--- src/rtl/suc_pkg.sv ---
package suc_pkg;

  // Word offsets; their meaning is fixed by the register map behaviour.
  typedef enum logic [1:0] {
    OFS_HIGH  = 2'd0,
    OFS_LOW   = 2'd1,
    OFS_SPARE = 2'd2,
    OFS_RUN   = 2'd3
  } suc_ofs_e;

  // Decoded write strobes handed from the decoder to the counter core.
  typedef struct packed {
    logic ld_high;
    logic ld_low;
    logic ld_run;
  } suc_wr_s;

endpackage

--- src/rtl/suc_wr_decode.sv ---
module suc_wr_decode
  import suc_pkg::*;
(
  input  logic       wr_en,
  input  logic [1:0] addr,
  output suc_wr_s    wr_o
);

  always_comb begin
    wr_o = '0;
    if (wr_en) begin
      unique case (suc_ofs_e'(addr))
        OFS_HIGH:  wr_o.ld_high = 1'b1;
        OFS_LOW:   wr_o.ld_low  = 1'b1;
        OFS_RUN:   wr_o.ld_run  = 1'b1;
        default:   wr_o         = '0;
      endcase
    end
  end

endmodule

--- src/rtl/suc_count_core.sv ---
module suc_count_core
  import suc_pkg::*;
#(
  parameter int unsigned DATA_W   = 32,
  parameter int unsigned CNT_W    = 63,
  parameter int unsigned STEP_BIT = 9,
  parameter bit          RUN_RST  = 1'b1
) (
  input  logic                      clk,
  input  logic                      rst,
  input  logic                      tick_i,
  input  suc_wr_s                   wr_i,
  input  logic [DATA_W-1:0]         wdata,
  output logic [CNT_W-STEP_BIT-1:0] units_o,
  output logic                      wrap_o,
  output logic                      run_o
);

  localparam int unsigned UNIT_W = CNT_W - STEP_BIT;
  localparam int unsigned HI_W   = CNT_W - DATA_W;
  localparam int unsigned LO_U_W = DATA_W - STEP_BIT;
  localparam logic [UNIT_W-1:0] UNIT_ONE = UNIT_W'(1);

  logic [UNIT_W-1:0] units_q;
  logic              wrap_q;
  logic              run_q;
  logic              unused_wbits;

  assign unused_wbits = ^wdata[STEP_BIT-1:1];

  always_ff @(posedge clk) begin
    if (rst) begin
      units_q <= '0;
      wrap_q  <= 1'b0;
      run_q   <= RUN_RST;
    end else begin
      if (wr_i.ld_high) begin
        units_q[UNIT_W-1:LO_U_W] <= wdata[HI_W-1:0];
        wrap_q                   <= 1'b0;
      end else if (wr_i.ld_low) begin
        units_q[LO_U_W-1:0] <= wdata[DATA_W-1:STEP_BIT];
        wrap_q              <= 1'b0;
      end else if (tick_i && run_q) begin
        if (&units_q) begin
          units_q <= '0;
          wrap_q  <= 1'b1;
        end else begin
          units_q <= units_q + UNIT_ONE;
        end
      end
      if (wr_i.ld_run) begin
        run_q <= wdata[0];
      end
    end
  end

  assign units_o = units_q;
  assign wrap_o  = wrap_q;
  assign run_o   = run_q;

endmodule

--- src/rtl/suc_read_port.sv ---
module suc_read_port
  import suc_pkg::*;
#(
  parameter int unsigned DATA_W   = 32,
  parameter int unsigned CNT_W    = 63,
  parameter int unsigned STEP_BIT = 9
) (
  input  logic                      clk,
  input  logic                      rst,
  input  logic                      rd_en,
  input  logic [1:0]                addr,
  input  logic [CNT_W-STEP_BIT-1:0] units_i,
  input  logic                      wrap_i,
  input  logic                      run_i,
  output logic [DATA_W-1:0]         rdata,
  output logic                      rd_valid
);

  logic [CNT_W-1:0]  count;
  logic [DATA_W-1:0] rd_mux;
  logic [DATA_W-1:0] rdata_q;
  logic              valid_q;

  assign count = {units_i, {STEP_BIT{1'b0}}};

  always_comb begin
    unique case (suc_ofs_e'(addr))
      OFS_HIGH: rd_mux = {wrap_i, count[CNT_W-1:DATA_W]};
      OFS_LOW:  rd_mux = count[DATA_W-1:0];
      OFS_RUN:  rd_mux = {{(DATA_W-1){1'b0}}, run_i};
      default:  rd_mux = '0;
    endcase
  end

  always_ff @(posedge clk) begin
    if (rst) begin
      rdata_q <= '0;
      valid_q <= 1'b0;
    end else begin
      valid_q <= rd_en;
      if (rd_en) rdata_q <= rd_mux;
    end
  end

  assign rdata    = rdata_q;
  assign rd_valid = valid_q;

endmodule

--- src/rtl/suc_user_counter.sv ---
module suc_user_counter
  import suc_pkg::*;
#(
  parameter int unsigned DATA_W   = 32,
  parameter int unsigned STEP_BIT = 9,
  parameter bit          RUN_RST  = 1'b1
) (
  input  logic              clk,
  input  logic              rst,
  input  logic              tick_i,
  input  logic              wr_en,
  input  logic              rd_en,
  input  logic [1:0]        addr,
  input  logic [DATA_W-1:0] wdata,
  output logic [DATA_W-1:0] rdata,
  output logic              rd_valid,
  output logic              irq_o
);

  // The count fills two words less the word bit taken by the wrap flag.
  localparam int unsigned CNT_W  = 2 * DATA_W - 1;
  localparam int unsigned UNIT_W = CNT_W - STEP_BIT;

  suc_wr_s           wr_s;
  logic [UNIT_W-1:0] units;
  logic              wrap;
  logic              run;

  suc_wr_decode u_dec (
    .wr_en (wr_en),
    .addr  (addr),
    .wr_o  (wr_s)
  );

  suc_count_core #(
    .DATA_W   (DATA_W),
    .CNT_W    (CNT_W),
    .STEP_BIT (STEP_BIT),
    .RUN_RST  (RUN_RST)
  ) u_core (
    .clk     (clk),
    .rst     (rst),
    .tick_i  (tick_i),
    .wr_i    (wr_s),
    .wdata   (wdata),
    .units_o (units),
    .wrap_o  (wrap),
    .run_o   (run)
  );

  suc_read_port #(
    .DATA_W   (DATA_W),
    .CNT_W    (CNT_W),
    .STEP_BIT (STEP_BIT)
  ) u_rd (
    .clk      (clk),
    .rst      (rst),
    .rd_en    (rd_en),
    .addr     (addr),
    .units_i  (units),
    .wrap_i   (wrap),
    .run_i    (run),
    .rdata    (rdata),
    .rd_valid (rd_valid)
  );

  // this counter has no interrupt source.
  assign irq_o = 1'b0;

endmodule

--- config.mk ---
export PLATFORM = sky130hd
export DESIGN_NAME = suc_user_counter
export DESIGN_NICKNAME = d
export VERILOG_FILES = /design/src/rtl/suc_pkg.sv /design/src/rtl/suc_wr_decode.sv /design/src/rtl/suc_count_core.sv /design/src/rtl/suc_read_port.sv /design/src/rtl/suc_user_counter.sv
export SDC_FILE = /design/constraint.sdc
export NUM_CORES = 1
export LEC_CHECK = 0
export BUFFER_PORTS_ARGS = -buffer_cell sky130_fd_sc_hd__buf_2
export CELL_PAD_IN_SITES_DETAIL_PLACEMENT = 0
export CELL_PAD_IN_SITES_GLOBAL_PLACEMENT = 2
export CORE_UTILIZATION = 36
export DETAILED_ROUTE_END_ITERATION = 8
export PLACE_DENSITY = 0.94
export SLEW_MARGIN = 20
export SYNTH_ARGS = -nofsm -noshare
export SYNTH_HDL_FRONTEND = slang
export SYNTH_SLANG_ARGS = --single-unit
--- constraint.sdc ---
create_clock -name clk -period 5.8 [get_ports clk]
set_input_delay 0.29 -clock clk [delete_from_list [all_inputs] [get_ports clk]]
set_output_delay 0.29 -clock clk [all_outputs]
set_load 0.01 [all_outputs]
After elaboration in Yosys (flattened, before gate mapping)
Cells that the tools add are included.
- output and inout bits: 34
- input bits: 39
- ROM bits: 0
- memories: 0
- bits in registers: 89
- word-level logic and storage cells: 30
- bits in writable memories: 0
- latch bits: 0
- div/mod/pow operators: 0
- bitwise logic cells: 1
- shifts and indexed selects: 0
- equal/unequal tests: 3
- order comparisons: 0
- $mul: 0
- add/sub/neg operators: 1
- mux-type cells: 10
- reduce and logical (&&, ||, !) cells: 9
- operators with widths (operator ; number):
    2-to-1 mux 54 bit ; 2
    case mux 32 bit (3 select lines) ; 1
    2-to-1 mux 31 bit ; 2
    AND reduction 55 bit ; 1
    adder 54 x 1 -> 54 bit (second input constant) ; 1
    AND reduction 54 bit ; 1
    2-to-1 mux 23 bit ; 1
    AND reduction 2 bit ; 2
    nonzero test 2 bit ; 2
    2-to-1 mux 1 bit ; 3
    2-to-1 mux 3 bit ; 1
    OR reduction 3 bit ; 1
    == test 2 x 1 -> 1 bit (second input constant) ; 1
    == test 2 bit (second input constant) ; 1
    zero test 2 bit ; 1
    != test 2 x 1 -> 1 bit (second input constant) ; 1
    logical AND 1 bit ; 1
    inverter 1 bit ; 1

Longest topological paths before layout
- word-level depth: 5
- depth in mapped cells: 8
- gate-level depth less buffers: 7

Modules after synthesis
A second synthesis with hierarchy kept.
- cells, all modules: 663
- area, all modules: 5340.1 µm²
- by module, submodules not included (module ; area each (µm²) ; sequential area each (µm²) ; times used ; cells each):
    suc_count_core ; 3601.0 ; 1121.1 ; 1 ; 489
    suc_read_port ; 1699.1 ; 660.6 ; 1 ; 169
    suc_wr_decode ; 28.8 ; 0.0 ; 1 ; 3
    suc_user_counter ; 11.3 ; 0.0 ; 1 ; 2

Worst setup path before layout
OpenSTA, ideal clock, no wires.
- path type: reg-to-reg
- start point: register u_core.units_q[0] (netlist: u_core.units_o[0])
- end point: register u_core.units_q[11] (netlist: u_core.units_o[11])
- data required time: 5.668 ns
- arrival time: 2.086 ns
- slack: 3.582 ns
- setup time: 0.132 ns
- cell stages (with the launch flop): 9
- period minus slack after synthesis: 2.218 ns
- cells stage by stage: dfxtp_1 -> ha_1 -> nand4_1 -> or4_1 -> nor4_4 -> buf_4 -> o21ai_0 -> a221oi_1 -> nor3_1
- longest elaborated chain between the ends: 4
- ends and longest elaborated chain (element ; RTL line ; RTL):
    start, declared ; suc_count_core.sv:24 ; logic [UNIT_W-1:0] units_q;
    start signal, assigned by index ; suc_count_core.sv:38 ; units_q[UNIT_W-1:LO_U_W] <= wdata[HI_W-1:0];
    start signal, assigned by index ; suc_count_core.sv:41 ; units_q[LO_U_W-1:0] <= wdata[DATA_W-1:STEP_BIT];
    start signal, assigned ; suc_count_core.sv:48 ; units_q <= units_q + UNIT_ONE;
    adder 54 x 1 -> 54 bit / AND reduction 54 bit (equally long branches) ; suc_count_core.sv:48, suc_count_core.sv:44 ;
    2-to-1 mux 54 bit * ; suc_count_core.sv:44 ; if (&units_q) begin
    2-to-1 mux 54 bit * ; suc_count_core.sv:43 ; end else if (tick_i && run_q) begin
    2-to-1 mux 23 bit * ; suc_count_core.sv:40 ; end else if (wr_i.ld_low) begin
Mark *: on every way between the ends. The rest lies on a longest branch, timed or not. The select of a mux whose other input is x is not followed.
A chain may end at the register's enable or synchronous reset.

Final worst setup path
Same ends and word-level chain as after synthesis.

==> results.json <==
{
  "cts_tree": "done",
  "synth_enable_flop_cells": 0,
  "post-dp-hpwl_um": 12940,
  "drv_slew": 0,
  "power_switching_mw": 0.4266,
  "synth_seq_cells": 89,
  "final_cell_mix": "dfxtp_1, nor2_1, buf_2",
  "fin_tns_setup_ns": 0,
  "r2r_end": "u_core.units_o[11]",
  "synth_nets": 722,
  "fin_nets": 759,
  "r2r-start": "u_core.units_o[0]",
  "pre_cts_ws_ns": 2.464,
  "yosysUniqueCellTypes": 60,
  "final_hold_viol_count": 0,
  "netlist_top_cells_area": "dfxtp_1, nor2_1, a21oi_1",
  "path_class": "reg2reg",
  "fillers": 1456,
  "antenna_found_initial": 0,
  "cts_hold_buffers": 0,
  "dr.pass1.iters": 8,
  "powerDensity_nw_per_um2": 268.9,
  "grt_pass1_vias": 5010,
  "max_freq_ghz": 0.3111,
  "area_growth_pct": 15.83,
  "drive_gt1_frac": 0.1754,
  "setup_slack_ns": 2.585,
  "place.gp.congestion": 0.9002,
  "io_buffers": 71,
  "final_common_cell": "dfxtp_1",
  "combPwrFrac": 0.111,
  "grt_use_total": 0.2586,
  "wl_um": 18560,
  "grt-ovfl-total": 0,
  "seq_area_frac_synth": 0.3436,
  "dieHeight_um": 122.0,
  "die_area_um2": 14890,
  "vias_per_cell": 5.983,
  "max_slew_margin": 0.3297,
  "clk_pin_slew_ns": 0.07,
  "finClkSkew_ns": 0.01059,
  "layout_worst_path_cycle_share": 0.5543,
  "synth_top_cell_by_area": "dfxtp_1",
  "drtIter0Drc": 519,
  "cts_max_path_buffers": 2,
  "min_path_cells": 3,
  "routed-via-count": 5409,
  "synth_ff_type": "dfxtp_1",
  "cts_made_buffers": 9,
  "synthCells": 682,
  "p_int_mw": 1.189,
  "min_period_ns": 3.215,
  "core_area_um2": 13990,
  "grt_max_degree": 50,
  "worst_pin_slew_ns": 0.9978,
  "drc": 0,
  "cts_max_level": 3,
  "setup_viol": 0,
  "start_kind": "register",
  "reg2regPathDepth": 7,
  "max_cap_violations": 0,
  "hold_path_class": "in2reg",
  "initial_core_util": 0.3707,
  "routedWlPerCell_um": 20.53,
  "rsz0062_at_grt": "no",
  "fp.dieW_um": 122.0,
  "worstPathMaxFanout": 13,
  "p_clk_frac": 0.464,
  "numClockSinks": 89,
  "ir_drop_uv": 108.8,
  "power.leakage_nw": 2.213,
  "seqPwrFrac": 0.425,
  "synthArstFlopShare": 0,
  "ctsResizeCount": 0,
  "cp.arrival_ns": 3.44,
  "num_io_pins": 73,
  "worst_ep_required_time_ns": 6.02,
  "hp-start": "wdata[13]",
  "diodes": 0,
  "synth_top_area_frac": 0.3436,
  "yosysWarnings": 0,
  "cts_setup_buffers": 0,
  "clk_latency_ns": 0.36,
  "whs_endpoint": "u_core.units_o[4]",
  "outcome": "finished, final reports clean",
  "r2r_setup_slack_ns": 2.59,
  "antenna_left": 0,
  "rows": 43,
  "switching_share": 0.2641,
  "grt_pass1_wl_um": 28920,
  "worst_setup_path_end_kind": "register",
  "syn_area_per_cell_um2": 7.603,
  "synthesis.area_um2": 5185,
  "cts-root-buf": "clkbuf_16"
}
[worst max-delay path by stage]
stage | slack [ns] | start | depth (start not counted) | end
6_report | 2.59 | u_core.units_o[0] | 7 | u_core.units_o[11]
3_3_place_gp | 2.41 | u_core.units_o[0] | 7 | u_core.units_o[11]
3_5_place_dp | 2.46 | u_core.units_o[0] | 7 | u_core.units_o[1]
2_1_floorplan | 3.58 | u_core.units_o[0] | 8 | u_core.units_o[11]
5_1_grt | 2.41 | u_core.units_o[0] | 7 | u_core.units_o[11]
4_1_cts | 2.44 | u_core.units_o[0] | 7 | u_core.units_o[1]
[cells by family (layout without fill, tap and decap cells)]
| kind of cell | count (synthesis) | count (layout) | share of synthesized area |
|---|---|---|---|
| AOI/OAI and AO/OA | 181 | 181 | 0.2206 |
| muxes | 21 | 21 | 0.04537 |
| xor gates and xnor gates | 15 | 15 | 0.02534 |
| other | 1 | 1 | 0.0007232 |
| adders and majority gates | 1 | 1 | 0.002413 |
| DFF | 89 | 89 | 0.3436 |
| and+or+nand+nor | 316 | 316 | 0.3166 |
| buffers and inverters | 58 | 100 | 0.04536 |
[layer usage]
metal / vias up / part of all wire / wire length [um] / track usage
met5: - / 0 / 0 / 0
met4: 0 / 0.019 / 352 / 0.09259
met3: 25 / 0.071 / 1316 / 0.04401
met2: 235 / 0.44 / 8229 / 0.3859
met1: 2564 / 0.47 / 8657 / 0.3699
li1: 2585 / - / - / -
[cell type report]
class | count | area, um^2 | share of cell area
well taps | 180 | 225.2 | 0.03750
repair buffers | 79 | 415.4 | 0.06917
clock buffers | 10 | 239.0 | 0.03979
inverters | 5 | 18.77 | 0.003125
clock inverters | 6 | 137.6 | 0.02292
flip-flops and latches | 89 | 1782 | 0.2967
multi-input cells | 535 | 3188 | 0.5308
[power by group through the flow]
| stage | Clock, mW | Sequential (mW) | Combinational, mW |
|---|---|---|---|
| 2_1_floorplan | 0 | 0.681 | 0.121 |
| 3_3_place_gp | 0 | 0.696 | 0.173 |
| 3_5_place_dp | 0 | 0.697 | 0.177 |
| 4_1_cts | 0.762 | 0.683 | 0.178 |
| 5_1_grt | 0.782 | 0.689 | 0.198 |
| 6_report | 0.750 | 0.686 | 0.180 |
[flip-flops by register name, summed over array words and instances, names as in the netlist]
signal,cells
u_core.units_o,54
u_core.run_o,1
u_core.wrap_o,1
u_rd.rdata,32
u_rd.rd_valid,1
[synth_stat cells, drive strengths merged (3+ instances only)]
master   n
a211o    3
a211oi  28
a21o     4
a21oi   63
a221oi   5
a22oi    3
a311oi   4
a31oi    8
a41oi    3
and2     4
and3    10
and4    10
buf      9
clkbuf  44
dfxtp   89
inv      5
mux2    20
nand2   44
nand2b  12
nand3   43
nand4   25
nor2    90
nor2b   26
nor3    19
nor4    16
o21ai   36
o22ai    4
o31a     3
o31ai    3
or2      3
or4      6
xnor2    5
xor2    10
[stage by stage]
step | hold slack (ns) | utilization | total power [mW] | instances | area (um^2)
after floorplan | 0.4193 | - | 0.8023 | 682 | 5185
after global placement | 0.4522 | 0.4016 | 0.8695 | 888 | 5618
after detailed placement | 0.4575 | 0.4016 | 0.8740 | 888 | 5618
after CTS | 0.1734 | 0.4285 | 1.623 | 904 | 5995
after global routing | 0.1925 | 0.4293 | 1.668 | 904 | 6006
final | 0.1775 | 0.4293 | 1.615 | 904 | 6006
[critical path, stage by stage, from the launching register on]
cell      delay, ns
dfxtp_1        0.43
ha_1           0.25
nand4_1        0.29
or4_1          0.65
nor4_4         0.65
nor2_2         0.34
a221oi_1       0.39
nor3_1         0.07
Note: power is estimated with default switching activity, not from simulation.
